`src/rtl/irqc_pkg.sv`:
```
package irqc_pkg;
  localparam int ADDR_W  = 6;
  localparam int NUM_CFG = 7;

  localparam int IDX_TRIG0  = 0;
  localparam int IDX_TRIG1  = 1;
  localparam int IDX_TRIG2  = 2;
  localparam int IDX_MASK   = 3;
  localparam int IDX_WAKE   = 4;
  localparam int IDX_ROUTE  = 5;
  localparam int IDX_SRCSEL = 6;

  localparam logic [ADDR_W-1:0] A_RISE_RD  = 6'h1C;
  localparam logic [ADDR_W-1:0] A_RISE_CLR = 6'h1D;
  localparam logic [ADDR_W-1:0] A_FALL_RD  = 6'h20;
  localparam logic [ADDR_W-1:0] A_FALL_CLR = 6'h21;
  localparam logic [ADDR_W-1:0] A_TEST_RD  = 6'h24;
  localparam logic [ADDR_W-1:0] A_TEST_WR  = 6'h25;
  localparam logic [ADDR_W-1:0] A_STAT0    = 6'h28;
  localparam logic [ADDR_W-1:0] A_STAT1    = 6'h29;

  localparam logic [2:0] TRG_OFF  = 3'b000;
  localparam logic [2:0] TRG_RISE = 3'b001;
  localparam logic [2:0] TRG_FALL = 3'b010;
  localparam logic [2:0] TRG_BOTH = 3'b011;
  localparam logic [2:0] TRG_HIGH = 3'b101;
  localparam logic [2:0] TRG_LOW  = 3'b110;

  // offset 0 = read-back, 1 = set, 2 = clear
  function automatic logic [ADDR_W-1:0] grp_addr(int grp, int off);
    return ADDR_W'(grp * 4 + off);
  endfunction

  function automatic logic trig_rise_on(logic [2:0] code);
    return (code == TRG_RISE) || (code == TRG_BOTH);
  endfunction

  function automatic logic trig_fall_on(logic [2:0] code);
    return (code == TRG_FALL) || (code == TRG_BOTH);
  endfunction

  function automatic logic trig_pending(logic [2:0] code, logic lvl,
                                        logic rcap, logic fcap);
    case (code)
      TRG_RISE: return rcap;
      TRG_FALL: return fcap;
      TRG_BOTH: return rcap | fcap;
      TRG_HIGH: return lvl;
      TRG_LOW:  return ~lvl;
      default:  return 1'b0;
    endcase
  endfunction
endpackage

```
`src/rtl/irqc_sync.sv`:
```
module irqc_sync #(
  parameter int W = 32
) (
  input  logic         clk,
  input  logic         rst_n,
  input  logic [W-1:0] d_in,
  output logic [W-1:0] sync_o,
  output logic [W-1:0] rise_o,
  output logic [W-1:0] fall_o
);
  logic [W-1:0] stage1_q, stage2_q, prev_q;

  always_ff @(posedge clk) begin
    if (!rst_n) begin
      stage1_q <= '0;
      stage2_q <= '0;
      prev_q   <= '0;
    end else begin
      stage1_q <= d_in;
      stage2_q <= stage1_q;
      prev_q   <= stage2_q;
    end
  end

  assign sync_o = stage2_q;
  assign rise_o = stage2_q & ~prev_q;
  assign fall_o = ~stage2_q & prev_q;
endmodule

```
`src/rtl/irqc_cfg_reg.sv`:
```
module irqc_cfg_reg #(
  parameter int W        = 32,
  parameter bit RST_ONES = 1'b0
) (
  input  logic         clk,
  input  logic         rst_n,
  input  logic         set_en,
  input  logic         clr_en,
  input  logic [W-1:0] wdata,
  output logic [W-1:0] q
);
  localparam logic [W-1:0] RST_VAL = RST_ONES ? {W{1'b1}} : {W{1'b0}};

  always_ff @(posedge clk) begin
    if (!rst_n)      q <= RST_VAL;
    else if (set_en) q <= q | wdata;
    else if (clr_en) q <= q & ~wdata;
  end


  set_bits_chk: assert property (@(posedge clk) disable iff (!rst_n)
    set_en |=> ((q & $past(wdata)) == $past(wdata)));

  clr_bits_chk: assert property (@(posedge clk) disable iff (!rst_n)
    clr_en |=> ((q & $past(wdata)) == '0));

  idle_hold_chk: assert property (@(posedge clk) disable iff (!rst_n)
    (!set_en && !clr_en) |=> $stable(q));
endmodule

```
`src/rtl/irqc_detect.sv`:
```
module irqc_detect
  import irqc_pkg::*;
#(
  parameter int W = 32
) (
  input  logic         clk,
  input  logic         rst_n,
  input  logic [W-1:0] trig0,
  input  logic [W-1:0] trig1,
  input  logic [W-1:0] trig2,
  input  logic [W-1:0] lvl,
  input  logic [W-1:0] rise_ev,
  input  logic [W-1:0] fall_ev,
  input  logic [W-1:0] rise_clr,
  input  logic [W-1:0] fall_clr,
  output logic [W-1:0] rise_cap,
  output logic [W-1:0] fall_cap,
  output logic [W-1:0] pend
);
  logic [W-1:0] rise_nxt, fall_nxt;

  always_comb begin
    for (int i = 0; i < W; i++) begin
      logic [2:0] code;
      code = {trig2[i], trig1[i], trig0[i]};
      // a new edge wins over a clear in the same cycle
      rise_nxt[i] = (rise_ev[i] & trig_rise_on(code)) | (rise_cap[i] & ~rise_clr[i]);
      fall_nxt[i] = (fall_ev[i] & trig_fall_on(code)) | (fall_cap[i] & ~fall_clr[i]);
      pend[i]     = trig_pending(code, lvl[i], rise_cap[i], fall_cap[i]);
    end
  end

  always_ff @(posedge clk) begin
    if (!rst_n) begin
      rise_cap <= '0;
      fall_cap <= '0;
    end else begin
      rise_cap <= rise_nxt;
      fall_cap <= fall_nxt;
    end
  end


  rise_cause_chk: assert property (@(posedge clk) disable iff (!rst_n)
    1'b1 |=> ((rise_cap & ~$past(rise_cap) & ~$past(lvl)) == '0));

  cap_hold_chk: assert property (@(posedge clk) disable iff (!rst_n)
    (rise_clr == '0) |=> ((rise_cap & $past(rise_cap)) == $past(rise_cap)));
endmodule

```
`src/rtl/irqc_route.sv`:
```
module irqc_route #(
  parameter int W = 32
) (
  input  logic         clk,
  input  logic         rst_n,
  input  logic [W-1:0] pend,
  input  logic [W-1:0] mask,
  input  logic [W-1:0] route,
  input  logic [W-1:0] wake_en,
  output logic [W-1:0] stat0,
  output logic [W-1:0] stat1,
  output logic         req0,
  output logic         req1,
  output logic         wake
);
  assign stat0 = pend & mask & route;
  assign stat1 = pend & mask & ~route;
  assign req0  = |stat0;
  assign req1  = |stat1;
  assign wake  = |(pend & wake_en);


  line_excl_chk: assert property (@(posedge clk) disable iff (!rst_n)
    (stat0 & stat1) == '0);

  req_mask_chk: assert property (@(posedge clk) disable iff (!rst_n)
    (req0 || req1) |-> (mask != '0));

  wake_src_chk: assert property (@(posedge clk) disable iff (!rst_n)
    wake |-> ((wake_en & pend) != '0));
endmodule

```
`src/rtl/irqc_top.sv`:
```
module irqc_top
  import irqc_pkg::*;
#(
  parameter int NSRC = 32
) (
  input  logic              clk,
  input  logic              rst_n,
  input  logic [NSRC-1:0]   src_in,
  input  logic              bus_wr,
  input  logic [ADDR_W-1:0] bus_addr,
  input  logic [NSRC-1:0]   bus_wdata,
  output logic [NSRC-1:0]   bus_rdata,
  output logic              irq_req0,
  output logic              irq_req1,
  output logic              irq_wake
);
  logic [NSRC-1:0] cfg_q [NUM_CFG];
  logic [NSRC-1:0] lvl, rise_ev, fall_ev;
  logic [NSRC-1:0] rise_cap, fall_cap, pend;
  logic [NSRC-1:0] rise_clr, fall_clr;
  logic [NSRC-1:0] stat0, stat1;
  logic [NSRC-1:0] test_q;

  irqc_sync #(.W(NSRC)) u_sync (
    .clk(clk), .rst_n(rst_n), .d_in(src_in),
    .sync_o(lvl), .rise_o(rise_ev), .fall_o(fall_ev)
  );

  for (genvar k = 0; k < NUM_CFG; k++) begin : g_cfg
    irqc_cfg_reg #(.W(NSRC), .RST_ONES(k == IDX_ROUTE)) u_reg (
      .clk   (clk),
      .rst_n (rst_n),
      .set_en(bus_wr && (bus_addr == grp_addr(k, 1))),
      .clr_en(bus_wr && (bus_addr == grp_addr(k, 2))),
      .wdata (bus_wdata),
      .q     (cfg_q[k])
    );
  end

  assign rise_clr = (bus_wr && bus_addr == A_RISE_CLR) ? bus_wdata : '0;
  assign fall_clr = (bus_wr && bus_addr == A_FALL_CLR) ? bus_wdata : '0;

  always_ff @(posedge clk) begin
    if (!rst_n)                               test_q <= '0;
    else if (bus_wr && bus_addr == A_TEST_WR) test_q <= bus_wdata;
  end

  irqc_detect #(.W(NSRC)) u_detect (
    .clk(clk), .rst_n(rst_n),
    .trig0(cfg_q[IDX_TRIG0]), .trig1(cfg_q[IDX_TRIG1]), .trig2(cfg_q[IDX_TRIG2]),
    .lvl(lvl), .rise_ev(rise_ev), .fall_ev(fall_ev),
    .rise_clr(rise_clr), .fall_clr(fall_clr),
    .rise_cap(rise_cap), .fall_cap(fall_cap), .pend(pend)
  );

  irqc_route #(.W(NSRC)) u_route (
    .clk(clk), .rst_n(rst_n),
    .pend(pend), .mask(cfg_q[IDX_MASK]), .route(cfg_q[IDX_ROUTE]),
    .wake_en(cfg_q[IDX_WAKE]),
    .stat0(stat0), .stat1(stat1),
    .req0(irq_req0), .req1(irq_req1), .wake(irq_wake)
  );

  always_comb begin
    bus_rdata = '0;
    for (int k = 0; k < NUM_CFG; k++)
      if (bus_addr == grp_addr(k, 0)) bus_rdata = cfg_q[k];
    case (bus_addr)
      A_RISE_RD: bus_rdata = rise_cap;
      A_FALL_RD: bus_rdata = fall_cap;
      A_TEST_RD: bus_rdata = test_q;
      A_STAT0:   bus_rdata = stat0;
      A_STAT1:   bus_rdata = stat1;
      default:   ;
    endcase
  end
endmodule

```
`config.mk`:
```
export PLATFORM = sky130hd
export DESIGN_NAME = irqc_top
export DESIGN_NICKNAME = d
export VERILOG_FILES = /design/src/rtl/irqc_pkg.sv /design/src/rtl/irqc_sync.sv /design/src/rtl/irqc_cfg_reg.sv /design/src/rtl/irqc_detect.sv /design/src/rtl/irqc_route.sv /design/src/rtl/irqc_top.sv
export SDC_FILE = /design/constraint.sdc
export NUM_CORES = 1
export LEC_CHECK = 0
export ABC_AREA = 0
export ABC_CLOCK_PERIOD_IN_PS = 1900
export BUFFER_PORTS_ARGS = -buffer_cell sky130_fd_sc_hd__buf_2
export CAP_MARGIN = 10
export CORE_MARGIN = 8
export CORE_UTILIZATION = 45
export DETAILED_ROUTE_END_ITERATION = 10
export SYNTH_ARGS = -nofsm -noshare
export SYNTH_HDL_FRONTEND = slang
export SYNTH_SLANG_ARGS = --single-unit
```
`constraint.sdc`:
```
create_clock -name clk -period 1.9 [get_ports clk]
set_clock_uncertainty 0.15 [all_clocks]
set_input_delay 0 -clock clk [delete_from_list [all_inputs] [get_ports clk]]
set_output_delay 0 -clock clk [all_outputs]
set_load 0.03 [all_outputs]
```
# == Yosys cells after proc, flatten, opt, wreduce, memory -nomap -nowiden ==
# Index checks and enable logic that the tools add are counted.
# word_totals
output_inout_bits,35
input_bits,73
regBits,416
wordCells,693
# op_classes
reduce_logical,92
eq_ne,188
n_bitwise,344
mux,56
# op_table
cell,n
$mux W32,23
$and A32 B32 Y32,13
$or A32 B32 Y32,7
$eq A3 B2 Y1 const B,64
$eq A3 B3 Y1 const B,64
$pmux W1 S5,32
$pmux W32 S5,1
$and A1 B1 Y1,128
$not A32 Y32,4
$eq A3 B1 Y1 const B,32
$not A1 Y1,96
$or A1 B1 Y1,96
$reduce_or A32 Y1,3
$eq A6 B5 Y1 const B,11
$logic_or A1 B1 Y1,64
$eq A6 B4 Y1 const B,6
$eq A6 B6 Y1 const B,6
$eq A6 B3 Y1 const B,3
$logic_and A1 B1 Y1,17
$reduce_bool A2 Y1,7
$eq A6 B1 Y1 const B,1
$eq A6 B2 Y1 const B,1
$logic_not A6 Y1,1

# == Longest topological paths before layout ==
# Gate-level depths: netlist of run 1.
# logic_depth
ltp_word,9
ltp_mapped,8

# == Modules after synthesis ==
# A second synthesis of run 1 with hierarchy kept.
# hier_totals
hier_cells,2522
area_unflattened_um2,22212.6
# by_module_without_submodules
module,instances,area_each_um2,cells_per_inst,seq_area_each_um2
irqc_cfg_reg (g_cfg[0].u_reg ...),6,1346.3,141,640.6
irqc_top,1,4917.2,740,640.6
irqc_detect,1,4230.3,423,1281.2
irqc_sync,1,3004.1,266,1921.8
irqc_cfg_reg (g_cfg[5].u_reg),1,1141.1,106,640.6
irqc_route,1,842.1,141,0.0

# == Worst setup path after synthesis of run 1 ==
# OpenSTA, ideal clock, no wires.
# synth_timing
kind,input port to output port
start,input bus_addr[2]
end,output bus_rdata[31]
stages,6
setup_slack_ns,-0.064
arrival_time_ns,1.814
n_path_buf,1
required_time_ns,1.750
cell_sequence,buf_4 > or4_4 > nor2_4 > a221oi_1 > o31a_1 > o221ai_1
# synth_between
elab_chain_len,9
elab_cells_between_ends,20
cone_classes,eq/ne: 11; mux: 8; reduce/logical: 1
# synth_rtl
item,line,source
from (decl),irqc_top.sv:10,"input logic [ADDR_W-1:0] bus_addr,"
$logic_not A6 Y1,irqc_top.sv:67,"if (bus_addr == grp_addr(k, 0)) bus_rdata = cfg_q[k];"
$mux W32 (7 in a row),irqc_top.sv:67,
$pmux W32 S5 (*),irqc_top.sv:68,case (bus_addr)
to (decl),irqc_top.sv:12,"output logic [NSRC-1:0] bus_rdata,"
# Every way passes the cells marked *; elsewhere a longest branch is shown, timed or not.

# == Worst setup path in the final report of run 1 ==
# layout_timing
start,register u_detect.rise_cap[27]
end,output irq_req0
# layout_between
elab_chain_len,5
# layout_rtl
item,line,source
from (decl),irqc_detect.sv:16,"output logic [W-1:0] rise_cap,"
from (signal assigned),irqc_detect.sv:38,rise_cap <= rise_nxt;
$or A1 B1 Y1,irqc_pkg.sv:47,TRG_BOTH: return rcap | fcap;
$pmux W1 S5 (*),irqc_pkg.sv:44,case (code)
$and A32 B32 Y32 (*) (2 in a row),irqc_route.sv:16,assign stat0 = pend & mask & route;
$reduce_or A32 Y1 (*),irqc_route.sv:18,assign req0 = |stat0;
to (decl),irqc_top.sv:13,"output logic irq_req0,"
# Marked as above.

==> metrics, run 1 <==
total power divided by cell area 688 mW/mm²; Final nets 3089; vias after detailed routing 22100; area share of the leading cell type in the synthesized netlist 41.8%; crit path kind register to primary output; Layout Area Growth over Synthesis 44.6%; result of the run finished, violations left; area taken by flip-flops and latches 0.00843 mm²; switching share of power 23.5%; CTS sink cnt 416; routability congestion estimate 0.993; PnR Total Power 19.8 mW; CP most frequent cell buf_4; wire length of the first global-routing pass 126 mm; # DRC 0; total half-perimeter wirelength after legalization and detailed placement 55.8 mm; vias in the first global route 21400; clock root buffer clkbuf_16; Layout fillers 3666; critical path arrival 2710 ps; Wirelength per Cell 23.1 µm; netlist area before placement 0.0199 mm²; number of unique standard cell types used by synthesis 60; placeable core region 0.0439 mm²; Post-synth top flop dfxtp_1; initial core utilization 45.3%; minimum clock period 2860 ps; #FFs+latches synth 416; Yosys top cell by area dfxtp_1; vertical extent of the die 226 µm; average instance area after synthesis 8.27 µm²; launching element type of the critical path register; Worst setup EP type primary output; I/O pin count 108; sequential power share 45.0%; RSZ-0062 raised after global routing yes; worst-path maximum fanout 3; buffers plus inverters on the worst setup path 3; Final Hold Viols 0; number of synthesized flops with an enable pin 0; Max H-tree Level 2; worst max-slew margin expressed relative to the limit 60.1%; clock insertion delay at the later pin of the skew report 590 ps; pin count of the biggest net entering global routing 129; Clk pwr share 47.9%; fmax 0.349 GHz; number of routed nets with antenna violations 0; Setup Viol. Count Final 35; Internal Dissipation 15.1 mW; leading post-synthesis cells by instance count dfxtp_1 (416), nand2_1 (365), nor2_1 (289); violations in the final reports negative setup slack; Hold WC Path Type primary input to register; post-detailed-routing wire length 84.3 mm; Critical Path, Cell by Cell a221o_1 -> o2111ai_1 -> buf_4 -> o2111ai_4 -> a2111oi_4 -> buf_4 -> nand4_1 -> buf_6; number of maximum-capacitance constraint violations 0; leakage component of the power 10.7 nW; clock slew seen by the registers of the worst setup and hold paths 60 ps; first-pass detailed-route iteration total 6; maximum clock insertion buffer count 3; overflow left after global routing 0; number of slew-limit violations in the final report 0; dominant cells by area after synthesis dfxtp_1 (42%), a22oi_1 (11%), nand2_1 (6.9%); combinational fraction of design power 7.1%; width of the die 226 µm; number of placement rows 77; highest ir drop seen on vdd 0.000772 V; Worst Setup Slack, final -965 ps; net switching power figure 4.65 mW; TritonCTS clock tree built; die area 0.0512 mm²; post-synthesis cell count 2408; fraction of final layout cells sized beyond drive strength 1 29.0%; yosys warns 0; post-synthesis net count 2481; number of antenna violations at the first check in global routing 5; Initial DRC Count 2551; Post-Route Hold Slack 138 ps; total area of multi-input combinational cells 0.0111 mm²; worst stage delay on the critical path 390 ps; mean number of vias per cell 6.06; master of the slowest instance on the critical path a221o_1; worst-margin pin slew 596 ps; Critical Path RT 1750 ps; Crit path max-delay family compound AO/OA/AOI/OAI gates; number of buffers inserted during clock tree synthesis 47; count leader, synth dfxtp_1; sequential cell area fraction in the yosys report 41.8%; fraction of registers with async set/reset 0%; Tcrit/Tclk final 151%; input/output buffers 107; global routing usage summed across all routing layers 31.8%
-- through the flow --
stage | setup slack, ps | instances | utilization, % | TNS (ps) | area (µm²)
6_report | -965 | 3644 | 65.5 | -11540 | 28800
5_1_grt | -1050 | 3644 | 65.5 | -13920 | 28800
4_1_cts | -943 | 3632 | 64.9 | -11970 | 28500
3_5_place_dp | -564 | 3392 | 56.5 | -19590 | 24800
3_3_place_gp | -595 | 3392 | 56.5 | -17460 | 24800
2_1_floorplan | 2.42 | 2408 | - | 0 | 19900
-- routing by layer --
metal	GRT usage, %	routed length, µm
met1	41.5	34600
met2	50.5	37900
met3	5.42	7580
met4	15.5	4240
met5	0	42
-- what timing repair did --
item / 4_1_cts / 5_1_grt
pin swaps: 67 / 53
endpoints found under the hold margin: 415 / 0
setup endpoints to repair: 35 / 47
gates resized for setup: 170 / 64
cloned: 0 / 1
hold buffers: 135 / 0
setup buffers: 26 / 11
-- placed cells by master (no fill, tap or decap), types with 64 or more instances in the layout --
master,instances
dfxtp_1,341
a21oi_1,67
buf_4,463
nor2_1,279
a221o_1,64
a22oi_1,280
o211ai_1,69
and2_1,134
dfxtp_2,73
dlygate4sd3_1,135
buf_2,70
nand2_1,364
-- worst min-delay path, cell delays in order --
cell	delay, ps
buf_2	150
nand3b_1	150
buf_12	150
nor3_4	70
buf_12	150
nand2_1	70
a221o_1	120
-- power groups by stage --
stage	clock, mW	sequential, mW	combinational (mW)
floorplan	0	9.07	0.602
global placement	0	9.08	1.11
detailed placement	0	9.08	1.13
CTS	9.59	8.90	1.37
global route	9.91	8.91	1.49
finish	9.49	8.90	1.41
-- final timing paths --
path	endpoint	startpoint	cells after the start	slack (ps)
worst min-delay path	register	bus_wr	7	140
worst max-delay path	irq_req0	u_detect.rise_cap[27]	8	-960
worst max register to register	register	register	4	370
worst min register to register	u_sync.sync_o[26]	u_sync.stage1_q[26]	1	280
-- cells by family after synthesis --
family	after synthesis	share of synthesized area, %
and+or+nand+nor	985	23.8
AOI/OAI and AO/OA	743	28.3
DFF	416	41.8
buffers and inverters	249	5.15
muxes	14	0.785
xor gates and xnor gates	1	0.0817
-- layout make-up --
class / instances / share of cell area, %
Tap cell: 592 / 2.57
Multi-Input combinational cell: 1743 / 38.4
Timing Repair Buffer: 772 / 23.7
Clock buffer: 72 / 4.94
Clock inverter: 12 / 0.634
Sequential cell: 416 / 29.3
Inverter: 36 / 0.495
Antenna cell: 1 / 0.00869
Note: power is estimated with default switching activity, not from simulation.
==> run 2: changes to the inputs <==
--- a/config.mk
+++ b/config.mk
@@ -9,9 +9,13 @@
 export ABC_CLOCK_PERIOD_IN_PS = 1900
 export BUFFER_PORTS_ARGS = -buffer_cell sky130_fd_sc_hd__buf_2
 export CAP_MARGIN = 10
+export CELL_PAD_IN_SITES_DETAIL_PLACEMENT = 0
+export CELL_PAD_IN_SITES_GLOBAL_PLACEMENT = 2
+export CORE_ASPECT_RATIO = 0.8
 export CORE_MARGIN = 8
-export CORE_UTILIZATION = 45
+export CORE_UTILIZATION = 37
 export DETAILED_ROUTE_END_ITERATION = 10
+export PLACE_DENSITY_LB_ADDON = 0.1
 export SYNTH_ARGS = -nofsm -noshare
 export SYNTH_HDL_FRONTEND = slang
 export SYNTH_SLANG_ARGS = --single-unit
==> metrics, run 2 (synthesized netlist as in run 1, its figures left out) <==
total half-perimeter wirelength after legalization and detailed placement 60.3 mm; global routing usage summed across all routing layers 28.6%; Final Hold Viols 0; fmax 0.365 GHz; Tcrit/Tclk final 144%; width of the die 275 µm; Wirelength per Cell 24.2 µm; clock root buffer clkbuf_16; reg2reg setup slack 550 ps; Hold Path Origin bus_addr[3]; number of slew-limit violations in the final report 0; initial core utilization 37.2%; Post-Route Hold Slack 49.1 ps; I/O pin count 108; mean number of vias per cell 5.77; CTS sink cnt 416; post-placement cell count 3503; critical path arrival 2590 ps; routability congestion estimate 0.919; post-detailed-routing wire length 91.6 mm; die area 0.0615 mm²; number of maximum-capacitance constraint violations 0; worst max-slew margin expressed relative to the limit 19.0%; vias after detailed routing 21800; number of cells on the worst reg-to-reg path 3; TritonCTS clock tree built; highest ir drop seen on vdd 0.000570 V; launching element type of the critical path register; Hold WC Path Type primary input to register; most frequent cells in the layout buf_4 (472), nand2_1 (364), dfxtp_1 (337); number of placement rows 76; vias in the first global route 20900; fraction of final layout cells sized beyond drive strength 1 29.3%; worst-margin pin slew 1210 ps; Layout fillers 4931; Hold Path Depth 7; r2r endpoint test_q[25]; most frequent standard cell in the layout excluding fill and tap cells buf_4; clock insertion delay at the later pin of the skew report 580 ps; Initial DRC Count 2533; total power divided by cell area 665 mW/mm²; Worst setup EP type primary output; Setup Viol. Count Final 35; Critical Path RT 1750 ps; number of antenna violations at the first check in global routing 3; placeable core region 0.0535 mm²; Final nets 3122; Layout Area Growth over Synthesis 47.5%; first-pass detailed-route iteration total 6; Non-Filler Instances 3784; # DRC 0; clock slew seen by the registers of the worst setup and hold paths 60 ps; input/output buffers 107; worst reg2reg path startpoint test_q[25]; number of buffers inserted during clock tree synthesis 47; pin count of the biggest net entering global routing 129; RSZ-0062 raised after global routing yes; result of the run finished, violations left; Worst Setup Slack, final -842 ps; leakage component of the power 10.9 nW; crit path kind register to primary output; minimum clock period 2740 ps; maximum clock insertion buffer count 3; worst-path maximum fanout 5; overflow left after global routing 0; violations in the final reports negative setup slack; vertical extent of the die 223 µm; wire length of the first global-routing pass 134 mm; number of routed nets with antenna violations 0; Max H-tree Level 2
## run 2: timing repair
item,CTS,global route
cloned,1,3
hold buffers,156,0
resized for setup,179,71
pin swaps,72,59
setup endpoints to repair,35,64
buffers inserted,25,14
endpoints found under the hold margin,415,0
## run 2: worst max path at each step
stage                      startpoint            end  slack [ps]  cells after the start
final                        register       irq_req1        -840                      7
after floorplan           bus_addr[3]  bus_rdata[19]           2                      6
after CTS                    register       irq_req0        -920                      8
after global routing         register       irq_req1        -930                      6
after detailed placement  bus_addr[1]  bus_rdata[18]        -540                     10
after global placement    bus_addr[1]  bus_rdata[18]        -550                     10
## run 2: layout make-up
cell class	count	area, µm²	area share [%]
Antenna cell	1	2.50	0.00852
Timing Repair Buffer	805	7220	24.6
Clock buffer	71	1430	4.87
Tap cell	702	878	2.99
Clock inverter	10	100	0.341
Multi-Input combinational cell	1743	11200	38.0
Sequential cell	416	8430	28.7
Inverter	36	143	0.486
## run 2: per-stage QoR
stage / power [mW] / setup WS (ps) / util (%) / instance area, µm² / setup TNS [ps]
after global placement: 10.2 / -554 / 46.7 / 25000 / -34350
final: 19.5 / -842 / 54.9 / 29400 / -11110
after CTS: 19.7 / -924 / 54.0 / 28900 / -11720
after floorplan: 9.67 / 2.42 / - / 19900 / 0
after global routing: 20.2 / -927 / 54.8 / 29400 / -13780
after detailed placement: 10.2 / -541 / 46.7 / 25000 / -35880
## run 2: report_power, final
group,switching [mW],internal (mW)
clock,3.80,5.42
combinational,0.806,0.616
sequential,0.0703,8.83
total,4.67,14.9
## run 2: metal layers
metal / GRT usage [%] / part of all wire [%] / up-vias
met5: 0 / 0.014 / -
met4: 8.17 / 2.6 / 2
met3: 4.97 / 8.6 / 144
met2: 44.0 / 44 / 923
met1: 40.6 / 45 / 10700
li1: - / - / 10100
## run 2: critical path, cell delays in order, from the launching register on
cell and delay, ps:
dfxtp_1 410, nand2b_1 140, o2111ai_1 420, o2111ai_1 200, a2111oi_2 240, buf_4 180
nand4_1 200, buf_6 220
